<file path="src/rtl/dma_pkg.sv">
package dma_pkg;

    // Register port numbers on the processor side
    localparam int IO_AW = 4;
    localparam logic [IO_AW-1:0] PORT_CNT    = 4'd3;
    localparam logic [IO_AW-1:0] PORT_CMD    = 4'd8;  // write: command, read: status
    localparam logic [IO_AW-1:0] PORT_REQ    = 4'd9;
    localparam logic [IO_AW-1:0] PORT_MASK   = 4'd10;
    localparam logic [IO_AW-1:0] PORT_CLRPTR = 4'd11;
    localparam logic [IO_AW-1:0] PORT_PAGE   = 4'd12;

    typedef struct packed {
        logic hold_src;   // bit 1: keep the source address fixed
        logic en_m2m;     // bit 0: memory-to-memory enable
    } cmd_t;

    typedef enum logic [2:0] {
        ST_IDLE,
        ST_REQUEST,
        ST_READ,
        ST_WRITE,
        ST_DONE
    } seq_state_e;

    // Port number of the address register of a channel
    function automatic logic [IO_AW-1:0] chan_addr_port(input int ch);
        return IO_AW'(2 * ch);
    endfunction

endpackage

</file>
<file path="src/rtl/dma_chan_addr.sv">
module dma_chan_addr #(
    parameter int W = 16
) (
    input  logic         clk,
    input  logic         rst,
    input  logic         wr_en,
    input  logic         ptr_hi,
    input  logic [7:0]   wdata,
    input  logic         advance,
    output logic [W-1:0] value
);

    logic [W-1:0] value_q;

    always_ff @(posedge clk) begin
        if (rst) begin
            value_q <= '0;
        end else if (wr_en) begin
            if (ptr_hi) value_q[W-1:8] <= wdata[W-9:0];
            else        value_q[7:0]   <= wdata;
        end else if (advance) begin
            value_q <= value_q + W'(1);
        end
    end

    assign value = value_q;

endmodule

</file>
<file path="src/rtl/dma_ctl_regs.sv">
module dma_ctl_regs
    import dma_pkg::*;
#(
    parameter int NUM_CH = 2,
    parameter int PAGE_W = 4
) (
    input  logic              clk,
    input  logic              rst,
    input  logic              io_wr,
    input  logic              io_rd,
    input  logic [IO_AW-1:0]  io_addr,
    input  logic [7:0]        io_wdata,
    input  logic              tc_set,
    output cmd_t              cmd,
    output logic [NUM_CH-1:0] mask,
    output logic [NUM_CH-1:0] req,
    output logic [NUM_CH-1:0] tc,
    output logic [PAGE_W-1:0] page,
    output logic [NUM_CH-1:0] addr_wr,
    output logic              cnt_wr,
    output logic              ptr_hi,
    output logic [7:0]        io_rdata
);

    logic ptr_q;
    logic any_wide_wr;
    cmd_t cmd_q;
    logic [NUM_CH-1:0] mask_q, req_q, tc_q;
    logic [NUM_CH-1:0] mask_d, req_d, tc_d;
    logic [PAGE_W-1:0] page_q;
    logic unused_bits;

    for (genvar c = 0; c < NUM_CH; c++) begin : g_port
        assign addr_wr[c] = io_wr && (io_addr == chan_addr_port(c));
    end
    assign cnt_wr      = io_wr && (io_addr == PORT_CNT);
    assign any_wide_wr = (|addr_wr) || cnt_wr;

    always_ff @(posedge clk) begin
        if (rst) begin
            ptr_q <= 1'b0;
        end else if (io_wr && io_addr == PORT_CLRPTR) begin
            ptr_q <= 1'b0;
        end else if (any_wide_wr) begin
            ptr_q <= ~ptr_q;
        end
    end

    always_comb begin
        mask_d = mask_q;
        req_d  = req_q;
        tc_d   = tc_q;
        if (io_wr && io_addr == PORT_MASK) mask_d = io_wdata[NUM_CH-1:0];
        if (io_wr && io_addr == PORT_REQ) begin
            for (int c = 0; c < NUM_CH; c++) begin
                if (io_wdata[1:0] == 2'(c)) req_d[c] = io_wdata[2];
            end
        end
        if (io_rd && io_addr == PORT_CMD) tc_d = '0;
        if (tc_set) begin
            mask_d[0] = 1'b1;
            req_d[0]  = 1'b0;
            tc_d[0]   = 1'b1;
        end
    end

    always_ff @(posedge clk) begin
        if (rst) begin
            cmd_q  <= '0;
            mask_q <= '1;
            req_q  <= '0;
            tc_q   <= '0;
            page_q <= '0;
        end else begin
            mask_q <= mask_d;
            req_q  <= req_d;
            tc_q   <= tc_d;
            if (io_wr && io_addr == PORT_CMD)  cmd_q  <= cmd_t'(io_wdata[1:0]);
            if (io_wr && io_addr == PORT_PAGE) page_q <= io_wdata[PAGE_W-1:0];
        end
    end

    assign io_rdata    = (io_addr == PORT_CMD) ? {{(8-NUM_CH){1'b0}}, tc_q} : 8'h00;
    assign cmd         = cmd_q;
    assign mask        = mask_q;
    assign req         = req_q;
    assign tc          = tc_q;
    assign page        = page_q;
    assign ptr_hi      = ptr_q;
    assign unused_bits = ^io_wdata;

endmodule

</file>
<file path="src/rtl/dma_seq.sv">
module dma_seq
    import dma_pkg::*;
(
    input  logic       clk,
    input  logic       rst,
    input  logic       start,
    input  logic       hlda,
    input  logic       last,
    input  logic [7:0] rd_data,
    output logic       hold,
    output logic       bus_rd,
    output logic       bus_wr,
    output logic       finish,
    output logic [7:0] temp
);

    seq_state_e state_q, state_d;
    logic [7:0] temp_q;

    always_comb begin
        state_d = state_q;
        unique case (state_q)
            ST_IDLE:    if (start) state_d = ST_REQUEST;
            ST_REQUEST: if (hlda)  state_d = ST_READ;
            ST_READ:    if (hlda)  state_d = ST_WRITE;
            ST_WRITE:   if (hlda)  state_d = last ? ST_DONE : ST_READ;
            ST_DONE:               state_d = ST_IDLE;
            default:               state_d = ST_IDLE;
        endcase
    end

    always_ff @(posedge clk) begin
        if (rst) begin
            state_q <= ST_IDLE;
            temp_q  <= '0;
        end else begin
            state_q <= state_d;
            if (bus_rd) temp_q <= rd_data;
        end
    end

    assign hold   = (state_q == ST_REQUEST) || (state_q == ST_READ) || (state_q == ST_WRITE);
    assign bus_rd = (state_q == ST_READ)  && hlda;
    assign bus_wr = (state_q == ST_WRITE) && hlda;
    assign finish = bus_wr && last;
    assign temp   = temp_q;

endmodule

</file>
<file path="src/rtl/dma_m2m_ctrl.sv">
module dma_m2m_ctrl
    import dma_pkg::*;
#(
    parameter int NUM_CH = 2,
    parameter int CH_W   = 16,
    parameter int PAGE_W = 4,
    localparam int ADDR_W = PAGE_W + CH_W
) (
    input  logic              clk,
    input  logic              rst,
    input  logic              io_wr,
    input  logic              io_rd,
    input  logic [IO_AW-1:0]  io_addr,
    input  logic [7:0]        io_wdata,
    output logic [7:0]        io_rdata,
    output logic              hold,
    input  logic              hlda,
    output logic [ADDR_W-1:0] mem_addr,
    output logic              mem_rd,
    input  logic [7:0]        mem_rdata,
    output logic              mem_wr,
    output logic [7:0]        mem_wdata
);

    cmd_t              cmd;
    logic [NUM_CH-1:0] mask_vec, req_vec, tc_vec, addr_wr;
    logic [PAGE_W-1:0] page;
    logic              cnt_wr, ptr_hi, start, finish, bus_rd, bus_wr;
    logic [CH_W-1:0]   chan_addr [NUM_CH];
    logic [CH_W-1:0]   count_q;
    logic [7:0]        temp;
    logic              unused_bits;

    dma_ctl_regs #(.NUM_CH(NUM_CH), .PAGE_W(PAGE_W)) u_regs (
        .clk(clk), .rst(rst), .io_wr(io_wr), .io_rd(io_rd), .io_addr(io_addr),
        .io_wdata(io_wdata), .tc_set(finish), .cmd(cmd), .mask(mask_vec),
        .req(req_vec), .tc(tc_vec), .page(page), .addr_wr(addr_wr),
        .cnt_wr(cnt_wr), .ptr_hi(ptr_hi), .io_rdata(io_rdata)
    );

    for (genvar c = 0; c < NUM_CH; c++) begin : g_chan
        logic adv;
        if (c == 0) begin : g_src
            assign adv = bus_wr && !cmd.hold_src;
        end else if (c == 1) begin : g_dst
            assign adv = bus_wr;
        end else begin : g_spare
            assign adv = 1'b0;
        end
        dma_chan_addr #(.W(CH_W)) u_addr (
            .clk(clk), .rst(rst), .wr_en(addr_wr[c]), .ptr_hi(ptr_hi),
            .wdata(io_wdata), .advance(adv), .value(chan_addr[c])
        );
    end

    // Transfer count: loaded with bytes minus one, ends when it wraps below zero
    always_ff @(posedge clk) begin
        if (rst) begin
            count_q <= '0;
        end else if (cnt_wr) begin
            if (ptr_hi) count_q[CH_W-1:8] <= io_wdata[CH_W-9:0];
            else        count_q[7:0]      <= io_wdata;
        end else if (bus_wr) begin
            count_q <= count_q - CH_W'(1);
        end
    end

    assign start = cmd.en_m2m && req_vec[0] && !mask_vec[0];

    dma_seq u_seq (
        .clk(clk), .rst(rst), .start(start), .hlda(hlda),
        .last(count_q == '0), .rd_data(mem_rdata), .hold(hold),
        .bus_rd(bus_rd), .bus_wr(bus_wr), .finish(finish), .temp(temp)
    );

    assign mem_rd    = bus_rd;
    assign mem_wr    = bus_wr;
    assign mem_wdata = bus_wr ? temp : 8'h00;
    assign mem_addr  = bus_rd ? {page, chan_addr[0]} :
                       bus_wr ? {page, chan_addr[1]} : '0;

    assign unused_bits = ^{mask_vec, req_vec};

endmodule

</file>
<file path="config.mk">
export PLATFORM = sky130hd
export DESIGN_NAME = dma_m2m_ctrl
export DESIGN_NICKNAME = d
export VERILOG_FILES = /design/src/rtl/dma_pkg.sv /design/src/rtl/dma_chan_addr.sv /design/src/rtl/dma_ctl_regs.sv /design/src/rtl/dma_seq.sv /design/src/rtl/dma_m2m_ctrl.sv
export SDC_FILE = /design/constraint.sdc
export NUM_CORES = 1
export LEC_CHECK = 0
export CAP_MARGIN = 10
export CORE_MARGIN = 2
export CORE_UTILIZATION = 30
export DETAILED_ROUTE_END_ITERATION = 8
export DONT_BUFFER_PORTS = 1
export PLACE_DENSITY_LB_ADDON = 0.05
export RECOVER_POWER = 25
export SLEW_MARGIN = 25
export SYNTH_ARGS = -nofsm -noshare
export SYNTH_HDL_FRONTEND = slang
export SYNTH_HIERARCHICAL = 1
export SYNTH_SLANG_ARGS = --single-unit
</file>
<file path="constraint.sdc">
create_clock -name clk -period 4.5 [get_ports clk]
set_input_delay 0.675 -clock clk [delete_from_list [all_inputs] [get_ports clk]]
set_output_delay 0.675 -clock clk [all_outputs]
set_load 0.05 [all_outputs]
</file>
Word level (Yosys, flattened, before mapping) --
Index checks and enable logic that the tools add are counted.
Cells by class: magnitude comparators 0, divide/modulo/power cells 0, multipliers 0, reductions and logical operators 39, $add $sub $neg 3, multiplexer cells 20, shifts and indexed selects 0, equal/unequal tests 20, bitwise gates (word level) 1
Operators with widths (count):
- two-way mux 16 bit | 6
- two-way mux 20 bit | 2
- adder 16 x 1 -> 16 bit (second input constant) | 2
- two-way mux 8 bit | 3
- equality test 4 bit (second input constant) | 5
- inequality test 2 bit (second input constant) | 10
- zero test 16 bit | 1
- subtractor 16 x 1 -> 16 bit (second input constant) | 1
- logical AND 1 bit | 15
- two-way mux 3 bit | 5
- AND reduction 2 bit | 7
- one-hot mux 3 bit (4 select lines) | 1
- equality test 4 x 2 -> 1 bit (second input constant) | 2
- nonzero test 2 bit | 4
- equality test 3 x 2 -> 1 bit (second input constant) | 2
- OR reduction 2 bit | 3
- zero test 4 bit | 1
- AND reduction 4 bit | 1
- equality test 3 x 1 -> 1 bit (second input constant) | 1
- zero test 3 bit | 1
- logical OR 1 bit | 3
- two-way mux 1 bit | 3
- zero test 1 bit | 2
- zero test 2 bit | 1
- inverter 1 bit | 1
Word-level totals: input bits 25, memory bits (writable) 0, ROM bits 0, output and inout port bits 39, memories kept 0, register bits after elaboration 69, latch bits 0

Longest topological paths before layout --
Gate-level depths: netlist (run 1).
depth in word-level cells 5, depth in mapped cells 10, depth with buffers taken out 10

Cells and area by module --
Netlist (run 1), hierarchy kept.
By module, submodules not included:
- dma_chan_addr | cells each 144, sequential area each 320.3 µm², instances 2, area each 1068.5 µm²
- dma_m2m_ctrl | cells each 173, sequential area each 320.3 µm², instances 1, area each 1290.0 µm²
- dma_ctl_regs | cells each 77, sequential area each 240.2 µm², instances 1, area each 695.7 µm²
- dma_seq | cells each 52, sequential area each 220.2 µm², instances 1, area each 518.0 µm²

Worst setup path before layout (run 1) --
No wires, ideal clock.
path type input-to-output, start point input port hlda, end point output port mem_addr[10], path slack 1.480 ns, stages on the path 5, buffers on the path 2, arrival 2.345 ns, path through and4b_2 -> nor2b_1 -> clkbuf_1 -> clkbuf_1 -> a22o_1
Between the ends: cells in the longest elaborated chain, start to end 3, elaborated cells between the ends (all ways) 4, those cells by class 2 x mux; 2 x reduce/logical
Ends and longest elaborated chain:
- from (decl) | line dma_m2m_ctrl.sv:17 | input logic hlda,
- logical AND 1 bit | line dma_seq.sv:44 | assign bus_wr = (state_q == ST_WRITE) && hlda;
- two-way mux 20 bit | line dma_m2m_ctrl.sv:80 | bus_wr ? {page, chan_addr[1]} : '0;
- two-way mux 20 bit * | line dma_m2m_ctrl.sv:79 | assign mem_addr = bus_rd ? {page, chan_addr[0]} :
- to (decl) | line dma_m2m_ctrl.sv:18 | output logic [ADDR_W-1:0] mem_addr,
Mark *: on every way between the ends. The rest lies on a longest branch, timed or not.

Worst setup path in the final report (run 1) --
start point register u_seq.state_q[0], end point output port mem_addr[19]
Between the ends: cells in the longest elaborated chain, start to end 4, elaborated cells between the ends (all ways) 6, those cells by class 2 x eq/ne; 2 x mux; 2 x reduce/logical
Ends and longest elaborated chain:
- from (decl) | line dma_seq.sv:17 | seq_state_e state_q, state_d;
- from (signal assigned) | line dma_seq.sv:37 | state_q <= state_d;
- equality test 3 x 2 -> 1 bit | line dma_seq.sv:44
- logical AND 1 bit | line dma_seq.sv:44
- two-way mux 20 bit | line dma_m2m_ctrl.sv:80
- two-way mux 20 bit * | line dma_m2m_ctrl.sv:79
Marks and branches as above.

==> flow_summary_export.csv, run 1 <==
group,metric,value,unit
status,status,"complete, no violations",
critical_path,crit_chain,"and4bb_1 > buf_4 > nor2_1 > nor2b_1",
clock_network,cts_setup_buffers,0,
sta,hold_viol,0,
route,route.detailed.drc,0,
clock_network,path_clk_slew,0.06,ns
route,drt_iter0_drc,344,
yosys,synthCells,581,
clock_network,hold_buffers,0,
critical_path,reg2reg_from,"u_seq/state_q[0]",
die,die_h,127,um
final_layout,fin_util,32.8,%
pwr,p_per_area,289,mW/mm^2
placed_design,port_buffers,0,
sta,slew_headroom,21.3,%
route,vias,4319,
clock_network,numCtsBuffers,9,
pwr,p_leak,1.52,nW
critical_path,critPathLaunch,"u_seq/state_q[0]",
critical_path,startpoint_type,"flip-flop",
critical_path,cpPeakStageDelay,0.77,ns
critical_path,path_buf_inv,1,
placed_design,place.gp.congestion,0.780,
grt,antenna_found_initial,0,
critical_path,worstReg2RegEnd,"g_chan[0].u_addr/value[13]",
sta,setup_tns,0,ns
die,num_rows,45,
pwr,p_clk_share,48.6,%
critical_path,cp.arrival,2.80,ns
grt,grt_max_degree,91,
route,detail_route.first_pass.iterations,5,
run,maxCapViolCount,0,
critical_path,cp_slowest_cell,"and4bb_1",
yosys,syn_area_per_cell,7.83,sq um
pwr,comb_power_share,6.6,%
clock_network,insertion_delay,0.35,ns
route,wl_per_cell,19.4,um
clock_network,clockBufferDepth,2,
sta,rsz0062_at_grt,"no",
critical_path,path_depth,4,
critical_path,reg2reg_slack,1.87,ns
pwr,p_sw_share,26.3,%
critical_path,crit_type,"flip-flop to primary output",
critical_path,endpoint,"mem_addr[19]",
sta,finalCriticalPeriod,3.47,ns
yosys,ys.warnings.count,6,
clock_network,cts_tree,"done",
placed_design,hpwlAfterDp,9820,um
critical_path,rr_worst_depth,7,
clock_network,cts-resized-gates,0,
sta,worst_pin_slew,1.17,ns
pwr,vdd_drop_max,0.000161,V
grt,grt_usage,18.2,%
critical_path,worstPathMaxFanout,18,
final_layout,final_nets,591,
die,dieWidth,127,um
sta,max_freq,288,MHz
clock_network,h-tree-depth,3,
grt,grt_pass1_vias,4081,
critical_path,cp-end-kind,"primary output",
clock_network,cts_sinks,69,
critical_path,cp.required,3.83,ns
final_layout,syn2layout_area_growth,8.44,%
sta,slew_violations,0,
route,drt-total-wl,14600,um
final_layout,n_antenna_cell,0,
die,design.die.area,0.0162,sq mm
route,ant_nets,0,
grt,grt_pass1_wl,22900,um
sta,fin_skew,0.00363,ns
die,ios,64,
worst_hold_path,worstHoldStart,"rst",
worst_hold_path,hold-path-cell-count,1,
grt,gr-total-overflow,0,
critical_path,cp_top_family,"simple AND/OR/NAND/NOR gates",
clock_network,ctsRootBufferMaster,"clkbuf_16",
sta,fin_crit_sh,77.2,%
final_layout,drive_above_1_share,8.63,%
die,core-area,0.0150,sq mm
pwr,p_sw,0.375,mW
worst_hold_path,min_path_type,"input pin to flip-flop",
die,start_util,30.3,%
final_layout,n_fill_cell,1603,
route,viasPerCell,5.71,
pwr,p_seq_share,44.8,%
sta,finalSetupViolations,0,
yosys,syn_area,0.00455,sq mm
pwr,p_int,1.05,mW
-- how the worst min path moves through the flow --
stage,end,slack (ns)
2_1_floorplan,u_regs/req[0],0.44
3_3_place_gp,u_regs/req[0],0.45
3_5_place_dp,count_q[9],0.45
4_1_cts,u_regs/tc[0],0.38
5_1_grt,g_chan[1].u_addr/value[0],0.38
6_report,g_chan[1].u_addr/value[2],0.42
-- power by group through the flow --
stage                     Combinational (mW)  Clock (mW)  Sequential (mW)
after global routing                   0.104       0.748            0.639
after global placement                0.0941           0            0.652
final                                 0.0947       0.692            0.638
after detailed placement              0.0957           0            0.651
after floorplan                       0.0942           0            0.645
after CTS                             0.0961       0.717            0.638
-- worst register-to-register path: stages (launching register included) --
cell and delay (ns):
dfxtp_1 0.43, and4b_1 0.35, buf_4 0.41, nor2b_1 0.43
mux2i_1 0.12, buf_4 0.21, or4_1 0.53, o211ai_2 0.07
-- flip-flops by register name (all words and copies together) (netlist names) --
signal,flops
count_q,16
g_chan.u_addr/value,32
u_regs/cmd,2
u_regs/mask,1
u_regs/page,4
u_regs/ptr_hi,1
u_regs/req,1
u_regs/tc,1
u_seq/state_q,3
u_seq/temp,8
-- cell usage in the layout (no fill, tap or decap), drive strengths merged, types with 19 or more instances in the layout --
cell type / count
o21ai: 32
nor2: 45
nor3: 21
nand4: 19
nand2: 54
nand3: 26
dfxtp: 69
a21oi: 38
mux2i: 30
nand2b: 37
-- routing by layer --
layer	part of all wire, %	wire length (um)	track usage, %	up-vias
li1	-	-	-	2116
met1	48	7050	24.2	2068
met2	45	6580	28.7	116
met3	5.1	743	4.90	19
met4	1.8	270	5.88	0
met5	0	0	0	-
-- cell type report --
type | count | area (sq um) | area share, %
multi-input cells | 468 | 2950 | 59.7
flip-flops and latches | 69 | 1380 | 28.0
clock buffers | 10 | 239 | 4.84
well taps | 188 | 235 | 4.77
repair buffers | 9 | 60.1 | 1.22
clock inverters | 6 | 48.8 | 0.989
inverters | 6 | 22.5 | 0.456
-- stage by stage --
step,total power [mW],instances,hold slack [ns],cell area (sq um),worst slack [ns]
global placement,0.746,740,0.447,4680,1.41
CTS,1.45,756,0.380,4970,1.21
detailed placement,0.747,740,0.454,4680,1.37
floorplan,0.739,587,0.438,4570,1.48
global route,1.49,756,0.382,4930,0.851
finish,1.42,756,0.419,4930,1.03
(Power assumes the default switching activity.)
==> run 2: changes to the inputs <==
Clock period 4.5 ns to 3.49 ns, I/O delays scaled along.
==> flow_summary_export.csv, run 2 (synthesis gave the netlist of run 1 again) <==
group,metric,value,unit
route,vias,4354,
grt,grt_pass1_wl,22700,um
sta,rsz0062_at_grt,"no",
final_layout,layout_commonest_cell,"dfxtp_1",
final_layout,fin_util,34.0,%
pwr,p_per_area,384,mW/mm^2
worst_hold_path,min_path_type,"input pin to flip-flop",
pwr,p_seq_share,41.9,%
route,wl_per_cell,18.7,um
route,drt-total-wl,14500,um
clock_network,hold_buffers,0,
pwr,p_int,1.49,mW
pwr,comb_power_share,5.9,%
die,die_h,127,um
critical_path,worstPathMaxFanout,19,
critical_path,startpoint_type,"flip-flop",
grt,antenna_found_initial,0,
clock_network,clockBufferDepth,2,
die,dieWidth,127,um
critical_path,crit_type,"flip-flop to primary output",
die,num_rows,45,
grt,gr-total-overflow,0,
clock_network,numCtsBuffers,9,
clock_network,insertion_delay,0.35,ns
status,status,"complete, no violations",
route,route.detailed.drc,0,
clock_network,path_clk_slew,0.06,ns
route,detail_route.first_pass.iterations,5,
clock_network,cts-resized-gates,0,
sta,finalSetupViolations,0,
sta,max_freq,338,MHz
route,drt_iter0_drc,270,
placed_design,place.gp.congestion,0.792,
die,ios,64,
placed_design,hpwlAfterDp,9740,um
run,maxCapViolCount,0,
clock_network,cts_sinks,69,
clock_network,h-tree-depth,3,
pwr,p_sw,0.470,mW
final_layout,drive_above_1_share,11.6,%
clock_network,cts_tree,"done",
pwr,p_clk_share,52.1,%
pwr,p_sw_share,23.9,%
sta,fin_crit_sh,84.8,%
grt,grt_usage,18.0,%
sta,finalCriticalPeriod,2.96,ns
sta,fin_skew,0.0105,ns
sta,slew_headroom,12.1,%
sta,setup_tns,0,ns
pwr,vdd_drop_max,0.000214,V
die,core-area,0.0150,sq mm
sta,hold_viol,0,
route,viasPerCell,5.62,
final_layout,largest_reg_flops,32,
critical_path,cp.arrival,2.44,ns
clock_network,ctsRootBufferMaster,"clkbuf_16",
placed_design,port_buffers,0,
final_layout,syn2layout_area_growth,12.3,%
die,design.die.area,0.0162,sq mm
critical_path,cp.required,2.97,ns
die,start_util,30.3,%
final_layout,final_nets,611,
final_layout,n_antenna_cell,0,
pwr,p_leak,1.65,nW
grt,grt_max_degree,91,
grt,grt_pass1_vias,4019,
route,ant_nets,0,
clock_network,cts_setup_buffers,0,
final_layout,layout_common_cells,"dfxtp_1, nand2_1, nor2_1",
critical_path,cp-end-kind,"primary output",
sta,worst_pin_slew,1.31,ns
sta,slew_violations,0,
## run 2: cell count changes in the layout (fill, tap and decap cells not counted)
cell / delta
and2_1: -1
clkinvlp_4: -2
nor2b_2: -1
clkinv_4: -1
nor2b_1: +1
nor3b_1: +1
buf_4: +21
clkbuf_1: -1
nor3b_4: -1
and2_0: +1
bufinv_16: +2
and4b_2: +1
and4b_1: -1
## run 2: cell type report
class,instances,area [sq um]
Fill cell,1611,9920
Multi-Input combinational cell,468,2940
Sequential cell,69,1380
Clock buffer,10,239
Tap cell,188,235
Timing Repair Buffer,29,214
Clock inverter,5,85.1
Inverter,6,22.5
## run 2: worst max-delay path, stage by stage (launching register included)
cell,delay (ns)
dfxtp_1,0.37
and4bb_1,0.78
clkbuf_1,0.92
## run 2: final timing paths
| check | end | depth (start not counted) | from | slack, ns |
|---|---|---|---|---|
| max | mem_rd | 2 | u_seq/state_q[0] | 0.53 |
| min | g_chan[1].u_addr/value[2] | 1 | rst | 0.24 |
| max reg2reg | u_regs/tc[0] | 9 | count_q[0] | 0.70 |
| min reg2reg | u_regs/req[0] | 2 | u_regs/req[0] | 0.47 |
## run 2: power groups by stage
stage / clock network [mW] / logic, mW / registers (mW)
CTS: 1.06 / 0.121 / 0.823
global placement: 0 / 0.119 / 0.841
floorplan: 0 / 0.122 / 0.832
global route: 1.08 / 0.129 / 0.825
detailed placement: 0 / 0.120 / 0.840
finish: 1.02 / 0.117 / 0.823
## run 2: metal layers
| metal | wire (um) | global-route usage, % |
|---|---|---|
| met5 | 0 | 0 |
| met4 | 345 | 7.18 |
| met3 | 694 | 4.15 |
| met2 | 6380 | 26.9 |
| met1 | 7070 | 25.3 |
## run 2: through the flow
step / power, mW / worst slack (ns) / hold slack [ns] / std cells / cell area, sq um
6_report: 1.96 / 0.531 / 0.244 / 775 / 5110
4_1_cts: 2.00 / 0.891 / 0.226 / 775 / 5150
2_1_floorplan: 0.953 / 0.773 / 0.438 / 587 / 4570
3_3_place_gp: 0.959 / 1.06 / 0.450 / 760 / 4830
5_1_grt: 2.03 / 0.383 / 0.231 / 775 / 5110
3_5_place_dp: 0.960 / 1.04 / 0.454 / 760 / 4830
